### src/rtl/irqc_pkg.sv
package irqc_pkg;
    localparam int REG_AW = 3;

    typedef enum logic [REG_AW-1:0] {
        A_CTRL  = 3'd0,
        A_PFLAG = 3'd1,
        A_PEN   = 3'd2,
        A_OPT   = 3'd3,
        A_MASK  = 3'd4,
        A_PORT  = 3'd5
    } reg_addr_e;

    typedef struct packed {
        logic gie;
        logic tie;
        logic xie;
        logic cie;
        logic tf;
        logic xf;
        logic cf;
    } ctrl_t;

    typedef struct packed {
        logic tmr;
        logic ext;
        logic chg;
        logic adc;
    } src_vec_t;

    typedef enum logic [1:0] {
        SEQ_IDLE = 2'd0,
        SEQ_D1   = 2'd1,
        SEQ_D2   = 2'd2
    } seq_e;

    function automatic logic [7:0] ctrl_pack(ctrl_t c);
        return {c.gie, 1'b0, c.tie, c.xie, c.cie, c.tf, c.xf, c.cf};
    endfunction

    function automatic logic [7:0] bit6_byte(logic b);
        return {1'b0, b, 6'b0};
    endfunction
endpackage

### src/rtl/irqc_sync.sv
module irqc_sync #(
    parameter int W = 1
) (
    input  logic         clk,
    input  logic         rst,
    input  logic [W-1:0] d,
    output logic [W-1:0] q
);
    logic [W-1:0] s1;

    always_ff @(posedge clk) begin
        if (rst) begin
            s1 <= '0;
            q  <= '0;
        end else begin
            s1 <= d;
            q  <= s1;
        end
    end
endmodule

### src/rtl/irqc_src_detect.sv
module irqc_src_detect #(
    parameter int PINS = 6
) (
    input  logic            clk,
    input  logic            rst,
    input  logic            ext_s,
    input  logic            edge_rise,
    input  logic [PINS-1:0] port_s,
    input  logic [PINS-1:0] analog_sel,
    input  logic [PINS-1:0] chg_mask,
    input  logic            port_rd,
    output logic            ext_hit,
    output logic            chg_hit,
    output logic [PINS-1:0] port_dig
);
    logic            ext_prev;
    logic [PINS-1:0] port_latch;

    assign port_dig = port_s & ~analog_sel;
    assign ext_hit  = edge_rise ? (ext_s & ~ext_prev) : (~ext_s & ext_prev);
    assign chg_hit  = |((port_dig ^ port_latch) & chg_mask);

    always_ff @(posedge clk) begin
        if (rst) begin
            ext_prev   <= 1'b0;
            port_latch <= '0;
        end else begin
            ext_prev <= ext_s;
            if (port_rd) port_latch <= port_dig;
        end
    end


    rearm_chk: assert property (@(posedge clk) disable iff (rst)
        port_rd |=> (port_latch == $past(port_dig)));
endmodule

### src/rtl/irqc_regs.sv
module irqc_regs
    import irqc_pkg::*;
#(
    parameter int PINS = 6
) (
    input  logic              clk,
    input  logic              rst,
    input  logic              we,
    input  logic [REG_AW-1:0] addr,
    input  logic [7:0]        wdata,
    input  src_vec_t          hit,
    input  logic              take,
    input  logic              ret,
    output ctrl_t             ctrl,
    output logic              ad_flag,
    output logic              ad_en,
    output logic              edge_rise,
    output logic [PINS-1:0]   chg_mask
);
    reg_addr_e sel;
    assign sel = reg_addr_e'(addr);

    always_ff @(posedge clk) begin
        if (rst) begin
            ctrl      <= '0;
            ad_flag   <= 1'b0;
            ad_en     <= 1'b0;
            edge_rise <= 1'b1;
            chg_mask  <= '0;
        end else begin
            if (we && sel == A_CTRL) begin
                ctrl.gie <= wdata[7];
                ctrl.tie <= wdata[5];
                ctrl.xie <= wdata[4];
                ctrl.cie <= wdata[3];
                ctrl.tf  <= wdata[2];
                ctrl.xf  <= wdata[1];
                ctrl.cf  <= wdata[0];
            end
            if (we && sel == A_PFLAG) ad_flag   <= wdata[6];
            if (we && sel == A_PEN)   ad_en     <= wdata[6];
            if (we && sel == A_OPT)   edge_rise <= wdata[6];
            if (we && sel == A_MASK)  chg_mask  <= wdata[PINS-1:0];
            // hardware sets override a same-cycle software write
            if (hit.tmr) ctrl.tf <= 1'b1;
            if (hit.ext) ctrl.xf <= 1'b1;
            if (hit.chg) ctrl.cf <= 1'b1;
            if (hit.adc) ad_flag <= 1'b1;
            if (ret)     ctrl.gie <= 1'b1;
            if (take)    ctrl.gie <= 1'b0;
        end
    end


    tmr_set_chk: assert property (@(posedge clk) disable iff (rst)
        hit.tmr |=> ctrl.tf);

    flag_sticky_chk: assert property (@(posedge clk) disable iff (rst)
        (ctrl.tf && !(we && sel == A_CTRL)) |=> ctrl.tf);

    gie_clear_chk: assert property (@(posedge clk) disable iff (rst)
        take |=> !ctrl.gie);

    ret_set_chk: assert property (@(posedge clk) disable iff (rst)
        (ret && !take) |=> ctrl.gie);
endmodule

### src/rtl/irqc_vector_seq.sv
module irqc_vector_seq
    import irqc_pkg::*;
(
    input  logic clk,
    input  logic rst,
    input  logic tick,
    input  logic gie,
    input  logic pending,
    input  logic sleeping,
    output logic take,
    output logic dummy,
    output logic fetch
);
    seq_e state;

    assign take  = tick && (state == SEQ_IDLE) && gie && pending && !sleeping;
    assign dummy = (state != SEQ_IDLE);
    assign fetch = tick && (state == SEQ_D2);

    always_ff @(posedge clk) begin
        if (rst) begin
            state <= SEQ_IDLE;
        end else if (tick) begin
            case (state)
                SEQ_IDLE: if (take) state <= SEQ_D1;
                SEQ_D1:   state <= SEQ_D2;
                SEQ_D2:   state <= SEQ_IDLE;
                default:  state <= SEQ_IDLE;
            endcase
        end
    end


    awake_take_chk: assert property (@(posedge clk) disable iff (rst)
        take |-> (!sleeping && gie));

    fetch_in_dummy_chk: assert property (@(posedge clk) disable iff (rst)
        fetch |-> dummy);

    dummy_after_take_chk: assert property (@(posedge clk) disable iff (rst)
        take |=> (dummy && !fetch));
endmodule

### src/rtl/irq_flag_ctrl.sv
module irq_flag_ctrl
    import irqc_pkg::*;
#(
    parameter int              PINS     = 6,
    parameter int              PC_W     = 13,
    parameter logic [PC_W-1:0] VEC_ADDR = 13'h0004
) (
    input  logic              clk,
    input  logic              rst,
    input  logic              cyc_tick,
    input  logic              reg_we,
    input  logic              reg_re,
    input  logic [REG_AW-1:0] reg_addr,
    input  logic [7:0]        reg_wdata,
    output logic [7:0]        reg_rdata,
    input  logic              ext_pin,
    input  logic [PINS-1:0]   port_pins,
    input  logic [PINS-1:0]   analog_sel,
    input  logic              tmr_ovf,
    input  logic              adc_done,
    input  logic              sleeping,
    input  logic              ret_strobe,
    output logic              wake_req,
    output logic              irq_take,
    output logic              dummy_cyc,
    output logic              vec_fetch,
    output logic [PC_W-1:0]   vec_addr
);
    localparam int SYNC_W = PINS + 1;

    logic [SYNC_W-1:0] sync_in, sync_out;
    logic              ext_s;
    logic [PINS-1:0]   port_s, port_dig, chg_mask;
    logic              ext_hit, chg_hit, edge_rise;
    logic              ad_flag, ad_en, pending, port_rd;
    ctrl_t             ctrl;
    src_vec_t          hit;
    reg_addr_e         sel;

    assign sel     = reg_addr_e'(reg_addr);
    assign sync_in = {ext_pin, port_pins};
    assign ext_s   = sync_out[SYNC_W-1];
    assign port_s  = sync_out[PINS-1:0];
    assign port_rd = reg_re && (sel == A_PORT);

    irqc_sync #(.W(SYNC_W)) u_sync (
        .clk(clk), .rst(rst), .d(sync_in), .q(sync_out)
    );

    irqc_src_detect #(.PINS(PINS)) u_detect (
        .clk(clk), .rst(rst), .ext_s(ext_s), .edge_rise(edge_rise),
        .port_s(port_s), .analog_sel(analog_sel), .chg_mask(chg_mask),
        .port_rd(port_rd), .ext_hit(ext_hit), .chg_hit(chg_hit),
        .port_dig(port_dig)
    );

    assign hit = '{tmr: tmr_ovf, ext: ext_hit, chg: chg_hit, adc: adc_done};

    irqc_regs #(.PINS(PINS)) u_regs (
        .clk(clk), .rst(rst), .we(reg_we), .addr(reg_addr),
        .wdata(reg_wdata), .hit(hit), .take(irq_take), .ret(ret_strobe),
        .ctrl(ctrl), .ad_flag(ad_flag), .ad_en(ad_en),
        .edge_rise(edge_rise), .chg_mask(chg_mask)
    );

    assign pending = |({ctrl.tie, ctrl.xie, ctrl.cie} & {ctrl.tf, ctrl.xf, ctrl.cf})
                   | (ad_en & ad_flag);
    assign wake_req = sleeping & pending;

    irqc_vector_seq u_seq (
        .clk(clk), .rst(rst), .tick(cyc_tick), .gie(ctrl.gie),
        .pending(pending), .sleeping(sleeping), .take(irq_take),
        .dummy(dummy_cyc), .fetch(vec_fetch)
    );

    assign vec_addr = VEC_ADDR;

    always_comb begin
        reg_rdata = '0;
        case (sel)
            A_CTRL:  reg_rdata = ctrl_pack(ctrl);
            A_PFLAG: reg_rdata = bit6_byte(ad_flag);
            A_PEN:   reg_rdata = bit6_byte(ad_en);
            A_OPT:   reg_rdata = bit6_byte(edge_rise);
            A_MASK:  reg_rdata[PINS-1:0] = chg_mask;
            A_PORT:  reg_rdata[PINS-1:0] = port_dig;
            default: reg_rdata = '0;
        endcase
    end


    wake_gated_chk: assert property (@(posedge clk) disable iff (rst)
        irq_take |-> !wake_req);
endmodule

### config.mk
export PLATFORM = sky130hd
export DESIGN_NAME = irq_flag_ctrl
export DESIGN_NICKNAME = d
export VERILOG_FILES = /design/src/rtl/irqc_pkg.sv /design/src/rtl/irqc_sync.sv /design/src/rtl/irqc_src_detect.sv /design/src/rtl/irqc_regs.sv /design/src/rtl/irqc_vector_seq.sv /design/src/rtl/irq_flag_ctrl.sv
export SDC_FILE = /design/constraint.sdc
export NUM_CORES = 1
export LEC_CHECK = 0
export ABC_AREA = 1
export BUFFER_PORTS_ARGS = -buffer_cell sky130_fd_sc_hd__buf_2
export CORE_UTILIZATION = 45
export DETAILED_ROUTE_END_ITERATION = 12
export PLACE_DENSITY = 0.72
export SYNTH_ARGS = -nofsm -noshare
export SYNTH_HDL_FRONTEND = slang
export SYNTH_SLANG_ARGS = --single-unit
### constraint.sdc
create_clock -name clk -period 2.5 [get_ports clk]
set_clock_uncertainty 0.2 [all_clocks]
set_input_delay 0.25 -clock clk [delete_from_list [all_inputs] [get_ports clk]]
set_output_delay 0.25 -clock clk [all_outputs]
set_load 0.005 [all_outputs]
* Word level (Yosys, flattened, before mapping)
Index checks and enable logic that the tools add are counted.
W data, S select, Z words.
** Cells by class
- Add/subtract/negate cells :: 0
- $mul :: 0
- Divide/modulo/power cells :: 0
- Magnitude comparators :: 0
- Eq/ne operators :: 8
- Shifts and indexed selects :: 0
- Muxes and demuxes :: 12
- Bitwise gates (word level) :: 12
- Reduce and logical (&&, ||, !) cells :: 24
** Operator list (count)
- $pmux W6 S3 :: 1
- $and A6 B6 Y6 :: 2
- $reduce_bool A2 Y1 :: 6
- $logic_and A1 B1 Y1 :: 11
- $pmux W2 S4 :: 1
- $mux W1 :: 7
- $mux W7 :: 1
- $eq A3 B2 Y1 const B :: 2
- $eq A3 B3 Y1 const B :: 2
- $not A6 Y6 :: 1
- $reduce_or A6 Y1 :: 1
- $xor A6 B6 Y6 :: 1
- $and A1 B1 Y1 :: 4
- $pmux W2 S2 :: 1
- $and A3 B3 Y3 :: 1
- $eq A3 B1 Y1 const B :: 1
- $logic_not A3 Y1 :: 1
- $reduce_or A3 Y1 :: 1
- $eq A2 B1 Y1 const B :: 1
- $eq A2 B2 Y1 const B :: 1
- $logic_not A2 Y1 :: 1
- $mux W2 :: 1
- $ne A2 B2 Y1 const B :: 1
- $not A1 Y1 :: 2
- other kinds (4) :: 4
** Word-level totals
- Bits in registers :: 39
- Bits in latches :: 0
- RAM bits :: 0
- Bits in read-only memories :: 0
- Input bits :: 33
- Output and inout port bits :: 25
- Word-level logic and storage cells :: 72
- Memories kept :: 0

* Depth between registers and ports, before layout
Gate-level depths: netlist (run 1).
- Depth after elaboration :: 7
- Depth in mapped cells :: 8
- Mapped depth without buffers :: 8

* Modules after synthesis
A second synthesis (run 1) with hierarchy kept.
** Unflattened totals
- Cells, all modules :: 303
- Area total of the unflattened synthesis :: 2052.0 µm²
** By module, submodules not included
- irqc_regs :: times used 1, cells each 103, area an instance 720.7 µm², seq. area each 320.3 µm²
- irqc_src_detect :: times used 1, cells each 75, area an instance 444.2 µm², seq. area each 140.1 µm²
- irqc_sync :: times used 1, cells each 43, area an instance 396.6 µm², seq. area each 280.3 µm²
- irq_flag_ctrl :: times used 1, cells each 64, area an instance 376.6 µm², seq. area each 0.0 µm²
- irqc_vector_seq :: times used 1, cells each 18, area an instance 113.9 µm², seq. area each 40.0 µm²

* Least setup slack after synthesis (run 1)
Ideal clock, no wire load.
- Kind :: input to register
- From :: input port reg_addr[1]
- To :: register u_detect.port_latch[2]
- Library setup time :: 0.117 ns
- Arrival :: 0.930 ns
- Data required time :: 2.183 ns
- Path slack :: 1.253 ns
- Stages on the path :: 7
- Buffers on the path :: 1
- Cells stage by stage :: inv_1 -> nand2_1 -> nor2_4 -> nand2_1 -> buf_4 -> o21ai_1 -> a21oi_1
** Between the ends
- Longest elaborated chain between the ends :: 2
** RTL lines
- start: declaration :: RTL line irq_flag_ctrl.sv:13 : input logic [REG_AW-1:0] reg_addr,
- $eq A3 B3 Y1 :: RTL line irq_flag_ctrl.sv:44 : assign port_rd = reg_re && (sel == A_PORT);
- $logic_and A1 B1 Y1 :: RTL line irq_flag_ctrl.sv:44
- end signal: assignment :: RTL line irqc_src_detect.sv:29 : if (port_rd) port_latch <= port_dig;
- end: declaration :: RTL line irqc_src_detect.sv:17 : logic [PINS-1:0] port_latch;
Every way passes these cells.
A chain may end at the register's enable or synchronous reset.

* Worst setup path after layout (run 1)
- From :: register u_regs.ctrl[1] (netlist name)
- To :: output port irq_take
** Between the ends
- Longest elaborated chain between the ends :: 5
** RTL lines
- $and A3 B3 Y3 :: RTL line irq_flag_ctrl.sv:66 : assign pending = |({ctrl.tie, ctrl.xie, ctrl.cie} & {ctrl.tf, ctrl.xf, ctrl.cf})
- $reduce_or A3 Y1 :: RTL line irq_flag_ctrl.sv:66
- $or A1 B1 Y1 :: RTL line irq_flag_ctrl.sv:67 : | (ad_en & ad_flag);
- $logic_and A1 B1 Y1 (2 in a row) :: RTL line irqc_vector_seq.sv:16 : assign take = tick && (state == SEQ_IDLE) && gie && pending && !sleeping;
- end: declaration :: RTL line irq_flag_ctrl.sv:24 : output logic irq_take,
Every way passes these cells.

==> results of run 1 <==
==> metrics by stage <==
stage / power [mW] / util / worst slack [ns] / instances / instance area, sq um
after floorplan: 0.767 / - / 1.25 / 286 / 1900
after global placement: 0.801 / 0.520 / 0.900 / 362 / 2060
after detailed placement: 0.804 / 0.520 / 0.874 / 362 / 2060
after CTS: 1.27 / 0.565 / 0.803 / 378 / 2240
after global routing: 1.32 / 0.565 / 0.657 / 378 / 2240
final: 1.27 / 0.565 / 0.810 / 378 / 2240
==> cells in the final DEF (no fill, tap or decap), types with 2 or more instances in the layout <==
cell	n
nor3_1	3
nor2_4	2
inv_1	57
o21ai_1	6
a21oi_1	17
o221ai_1	2
conb_1	13
o21ai_0	16
nor2_1	34
nand4_1	2
dfxtp_1	39
clkbuf_8	7
buf_2	44
nand2_1	44
dlygate4sd3_1	8
nand3_1	22
o211ai_1	4
inv_2	2
==> report_power, final <==
part           total, mW  internal (mW)  leakage (nW)  switching, mW
sequential         0.661          0.648         0.320         0.0131
clock              0.469          0.252        0.0515          0.217
combinational      0.138         0.0576         0.809         0.0803
==> synth_stat cells <==
cell type  count
inv_2          2
o21ai_1        6
buf_4         14
clkbuf_1       3
a31oi_1        1
nor2_1        34
o221ai_1       2
nand4_1        2
nand3b_1       1
a21oi_1       17
conb_1         2
or2_1          1
nor3_1         3
buf_2          1
inv_1         57
o211ai_1       4
nand2_2        1
nor2_4         2
o21a_1         1
o21ai_0       16
nand2_1       44
dfxtp_1       39
nand3_1       22
==> state kept, by name (all words and copies together), names as in the netlist <==
| signal | count |
|---|---|
| u_seq.state | 2 |
| u_detect.ext_prev | 1 |
| u_regs.ad_en | 1 |
| u_regs.chg_mask | 6 |
| u_regs.ctrl | 7 |
| u_regs.edge_rise | 1 |
| u_sync.q | 7 |
| u_regs.ad_flag | 1 |
| u_sync.s1 | 7 |
| u_detect.port_latch | 6 |
==> final cells by class <==
cell class,instances,area (sq um)
Clock buffer,8,100
Fill cell,410,1730
Inverter,59,221
Multi-Input combinational cell,170,778
Sequential cell,39,781
Tap cell,50,62.6
Timing Repair Buffer,52,300
==> cell families (layout without fill, tap and decap cells) <==
kind of cell | after synthesis | count (layout) | share of synthesized area
flip-flops | 39 | 39 | 0.420
buffers and inverters | 77 | 119 | 0.184
other | 2 | 13 | 0.00404
AND/OR/NAND/NOR | 110 | 110 | 0.254
AO/OA/AOI/OAI | 47 | 47 | 0.138
==> final timing paths <==
path | endpoint | slack, ns | depth (start not counted)
setup reg to reg | u_regs.ctrl[6] | 1.31 | 7
hold / removal | u_regs.ctrl[2] | 0.009 | 3
setup / recovery | irq_take | 0.81 | 7
hold reg to reg | u_sync.q[2] | 0.20 | 2
==> tightest hold or removal path: cells and delay by family <==
family,cells,cell delay [ns]
AOI/OAI and AO/OA,1,0.07
buffers and inverters,2,0.14
==> metal layers <==
metal / track usage / vias to the layer above / share of wire / wire length (um)
met3: 0.0466 / 8 / 0.048 / 185
met5: 0 / - / 0 / 0
met2: 0.319 / 40 / 0.46 / 1770
met4: 0.0878 / 0 / 0.020 / 76
met1: 0.220 / 776 / 0.47 / 1800
li1: - / 927 / - / -
==> impl_metrics.csv, run 1 <==
group,metric,value,unit
outcome,status,"finished, final reports clean",
floorplan,row_count,23,
finish,final_net_count,360,
detailed_routing,dr.pass1.iters,4,
timing,final.min_clock_period,1.69,ns
clock_tree,numCtsBuffers,5,
critical_path,path_class,"reg2out",
critical_path,crit_slowest_cell,"dfxtp_1",
logic_synthesis,yosysSeqAreaShare,0.420,
timing,fin_crit_sh,0.676,
grt,grt_pass1_vias,1522,
power,p_leak,1.18,nW
power,powerDensity,565,nW/um^2
clock_tree,htreeDepth,2,
timing,tightestPinTransition,0.548,ns
detailed_routing,final_antenna_net_count,0,
min_path,hp-class,"in2reg",
finish,drive_gt1_frac,0.171,
critical_path,path_cells,"nand2_1 -> o21ai_0 -> nor2_1 -> nor2_1 -> nand2_1 -> inv_1 -> buf_2",
floorplan,core_area,3970,sq um
detailed_routing,via_per_inst,4.63,
min_path,min_from,"tmr_ovf",
timing,hold_viol,0,
critical_path,r2r_start,"u_regs.ctrl[3]",
clock_tree,post_cts_buffers,0,
detailed_routing,dr_total_vias,1751,
critical_path,crit_start,"u_regs.ctrl[1]",
floorplan,initial_utilization,0.468,
grt,grt_util_all_layers,0.188,
finish,antenna_cells,0,
critical_path,path_buf_inv,2,
floorplan,die_y,66.3,um
place,gp_congestion,0.864,
critical_path,critPathMaxFanout,3,
logic_synthesis,synth_cell_types,23,
critical_path,crit_required,2.05,ns
detailed_routing,wire_per_inst,10.1,um
detailed_routing,totalWireLength,3830,um
place,hpwl,2790,um
finish,synthToLayoutAreaGrowth,20.6,%
detailed_routing,first_iter_violations,72,
logic_synthesis,ys_ff_latch,39,
timing,grt_setup_unrepaired,"false",
critical_path,slowest_delay,0.33,ns
clock_tree,cts.sinks,39,
critical_path,startpoint_type,"flip-flop",
clock_tree,clock_path_buffers,2,
clock_tree,insertion_delay,0.30,ns
grt,antenna_found_initial,0,
clock_tree,cts_root_buffer,"clkbuf_8",
logic_synthesis,syn_area,1860,sq um
run,maxCapViolations,0,
clock_tree,cts_tree,"yes",
detailed_routing,drc,0,
place,io_buffer_count,44,
timing,slew_violations,0,
timing,hold-worst-slack,0.00932,ns
grt,grt_pass1_wl,6090,um
clock_tree,cts.repair.resized,0,
logic_synthesis,yosys.area.top_type_share,0.420,
critical_path,critPathTopFamily,"simple AND/OR/NAND/NOR gates",
timing,totalNegativeSetupSlack,0,ns
logic_synthesis,yosys.area.top_type,"dfxtp_1",
critical_path,cp.arrival,1.24,ns
floorplan,die_w,66.3,um
timing,timing.slew.headroom,0.634,
clock_tree,cts_hold_buffers,8,
timing,fmax,592,MHz
clock_tree,clk_pin_slew_worst_paths,0.07,ns
logic_synthesis,ys_warn_count,0,
logic_synthesis,synth_cells,275,
logic_synthesis,syn_area_per_cell,6.77,sq um
grt,grt_overflow,0,
grt,grt_max_degree,21,
critical_path,end_kind,"primary output",
logic_synthesis,synth_area_leaders,"dfxtp_1, inv_1, nand2_1, nor2_1, nand3_1",
timing,setup_viol,0,
floorplan,pin_count,58,
power,vdd_drop_max,0.000429,V
floorplan,dieArea,4400,sq um
(Power assumes the default switching activity.)
==> inputs of run 2 (changes only) <==
--- a/config.mk
+++ b/config.mk
@@ -9,7 +9,7 @@
 export BUFFER_PORTS_ARGS = -buffer_cell sky130_fd_sc_hd__buf_2
 export CORE_UTILIZATION = 45
 export DETAILED_ROUTE_END_ITERATION = 12
-export PLACE_DENSITY = 0.72
+export PLACE_DENSITY = 0.74
 export SYNTH_ARGS = -nofsm -noshare
 export SYNTH_HDL_FRONTEND = slang
 export SYNTH_SLANG_ARGS = --single-unit
==> constraint.sdc (replaced) <==
create_clock -name clk -period 1.5 [get_ports clk]
set_clock_uncertainty 0.2 [all_clocks]
set_input_delay 0.15 -clock clk [delete_from_list [all_inputs] [get_ports clk]]
set_output_delay 0.15 -clock clk [all_outputs]
set_load 0.005 [all_outputs]
==> run 2 against run 1 <==
  * The run now ends with negative setup slack left
  * Utilization up 5.7 points
  * Total power rose by 80%
  * Flip-flop and latch count did not move
  * Worst setup slack worse by 0.83 ns
  * Final cell count up 5.3%
  * Sequential power rose by 68%
  * Routed wire length rose by 5.9%
  * First-iteration DRC count decreased by 11%
  * Clock-buffer cell count is 2 lower
==> impl_metrics.csv, run 2 (same netlist as run 1, synthesis figures left out) <==
group,metric,value,unit
critical_path,path_cells,"inv_2 -> o21ai_2 -> nor2_2 -> nor2_1 -> nand2_1 -> inv_1 -> buf_2",
finish,design_area,2470,sq um
place,postPlaceCellArea,2090,sq um
place,hpwl,2860,um
finish,reg_top3,"u_regs.ctrl (7), u_sync.q (7), u_sync.s1 (7)",
place,io_buffer_count,44,
detailed_routing,totalWireLength,4050,um
critical_path,r2r_start,"u_regs.ctrl[0]",
detailed_routing,final_antenna_net_count,0,
min_path,hp-class,"in2reg",
critical_path,slowest_delay,0.33,ns
finish,final_cells,398,
critical_path,crit_start,"u_regs.ctrl[0]",
finish,layout_common_cells,"inv_1, buf_2, nand2_1, nor2_1, dfxtp_1",
clock_tree,cts.sinks,39,
critical_path,crit_required,1.15,ns
detailed_routing,dr_total_vias,1844,
floorplan,core_area,3970,sq um
detailed_routing,drc,0,
clock_tree,clk_pin_slew_worst_paths,0.08,ns
clock_tree,numCtsBuffers,5,
grt,antenna_found_initial,0,
grt,grt_overflow,0,
timing,fmax,660,MHz
detailed_routing,wire_per_inst,10.2,um
timing,totalNegativeSetupSlack,-0.0162,ns
clock_tree,insertion_delay,0.30,ns
floorplan,row_count,23,
min_path,min_to,"u_regs.ctrl[6]",
timing,hold_viol,0,
grt,grt_pass1_vias,1630,
grt,grt_max_degree,20,
clock_tree,clock_path_buffers,2,
critical_path,path_class,"reg2out",
run,maxCapViolations,0,
critical_path,r2r_setup_slack,0.25,ns
timing,slew_violations,0,
place,placed_cells,365,
critical_path,end_kind,"primary output",
floorplan,pin_count,58,
detailed_routing,via_per_inst,4.63,
critical_path,worstReg2RegEnd,"u_regs.ctrl[6]",
finish,layout_commonest_cell,"inv_1",
power,powerDensity,923,nW/um^2
critical_path,critPathMaxFanout,3,
min_path,min_from,"reg_wdata[7]",
finish,antenna_cells,0,
floorplan,initial_utilization,0.468,
timing,fin_ws,-0.0162,ns
critical_path,cp.arrival,1.17,ns
timing,grt_setup_unrepaired,"true",
clock_tree,cts_root_buffer,"clkbuf_8",
min_path,whs_path_depth,5,
grt,grt_pass1_wl,6540,um
clock_tree,cts_tree,"yes",
power,vdd_drop_max,0.000713,V
timing,fin_crit_sh,1.01,
timing,final.min_clock_period,1.52,ns
floorplan,die_y,66.3,um
floorplan,die_w,66.3,um
outcome,status,"complete, but fails checks",
grt,grt_util_all_layers,0.197,
detailed_routing,first_iter_violations,64,
place,gp_congestion,0.835,
power,p_leak,1.29,nW
finish,synthToLayoutAreaGrowth,32.7,%
critical_path,crit_slowest_cell,"dfxtp_2",
place,dp_slack,0.0188,ns
critical_path,worst_r2r_path_depth,8,
outcome,violations,"negative setup slack",
floorplan,dieArea,4400,sq um
finish,drive_gt1_frac,0.230,
critical_path,startpoint_type,"flip-flop",
clock_tree,htreeDepth,2,
finish,final_net_count,380,
detailed_routing,dr.pass1.iters,4,
timing,setup_viol,1,
## run 2: changes by cell type in the layout (fill, tap and decap cells not counted), moves of 2 or more
cell / change
dlygate4sd3_1: +12
buf_4: +8
dfxtp_1: -7
dfxtp_2: +7
inv_1: -2
inv_2: +2
nand2_1: -2
nand2_2: +2
nor2_1: -2
nor2_2: +2
## run 2: per-layer routing
layer / track usage / vias to the layer above / share of wire
met1: 0.245 / 824 / 0.46
met5: 0 / - / 0
met4: 0.0931 / 0 / 0.022
li1: - / 972 / -
met2: 0.315 / 38 / 0.47
met3: 0.0483 / 10 / 0.040
## run 2: critical path: cells and delay by family (launching register included)
kind,cells,cell delay [ns]
flops,1,0.33
simple gates,3,0.21
buf+inv,3,0.19
compound gates,1,0.14
## run 2: how the worst max path moves through the flow
stage	slack (ns)	end	cells after the start
global route	-0.07	irq_take	6
floorplan	0.35	u_detect.port_latch[2]	7
detailed placement	0.02	u_regs.chg_mask[2]	5
finish	-0.02	irq_take	7
CTS	-0.03	irq_take	7
global placement	0.09	u_detect.port_latch[1]	7
## run 2: per-stage QoR
step	utilization	hold slack (ns)	total power [mW]
finish	0.622	0.00630	2.28
global route	0.622	0.0225	2.38
CTS	0.618	0.00201	2.29
detailed placement	0.525	0.157	1.35
global placement	0.525	0.150	1.34
floorplan	-	0.0570	1.28
## run 2: cell type report
class,count,area [sq um]
sequential,39,790
inverter,59,221
fill,371,1500
multi-input combinational,170,797
clock buffer,6,82.6
clock inverter,2,35.0
timing repair buffer,72,480
tap,50,62.6
## run 2: power breakdown
part	switching (mW)	internal, mW
registers	0.0232	1.08
clock network	0.363	0.538
logic	0.144	0.128
total	0.531	1.75
## run 2: what timing repair did
action                                 in CTS  in global routing
pin swaps                                   4                  2
setup endpoints to repair                   1                  7
gates resized for setup                     9                  7
hold buffers                               20                  0
gates cloned                                0                  0
setup buffers                               5                  0
endpoints found under the hold margin      24                  0
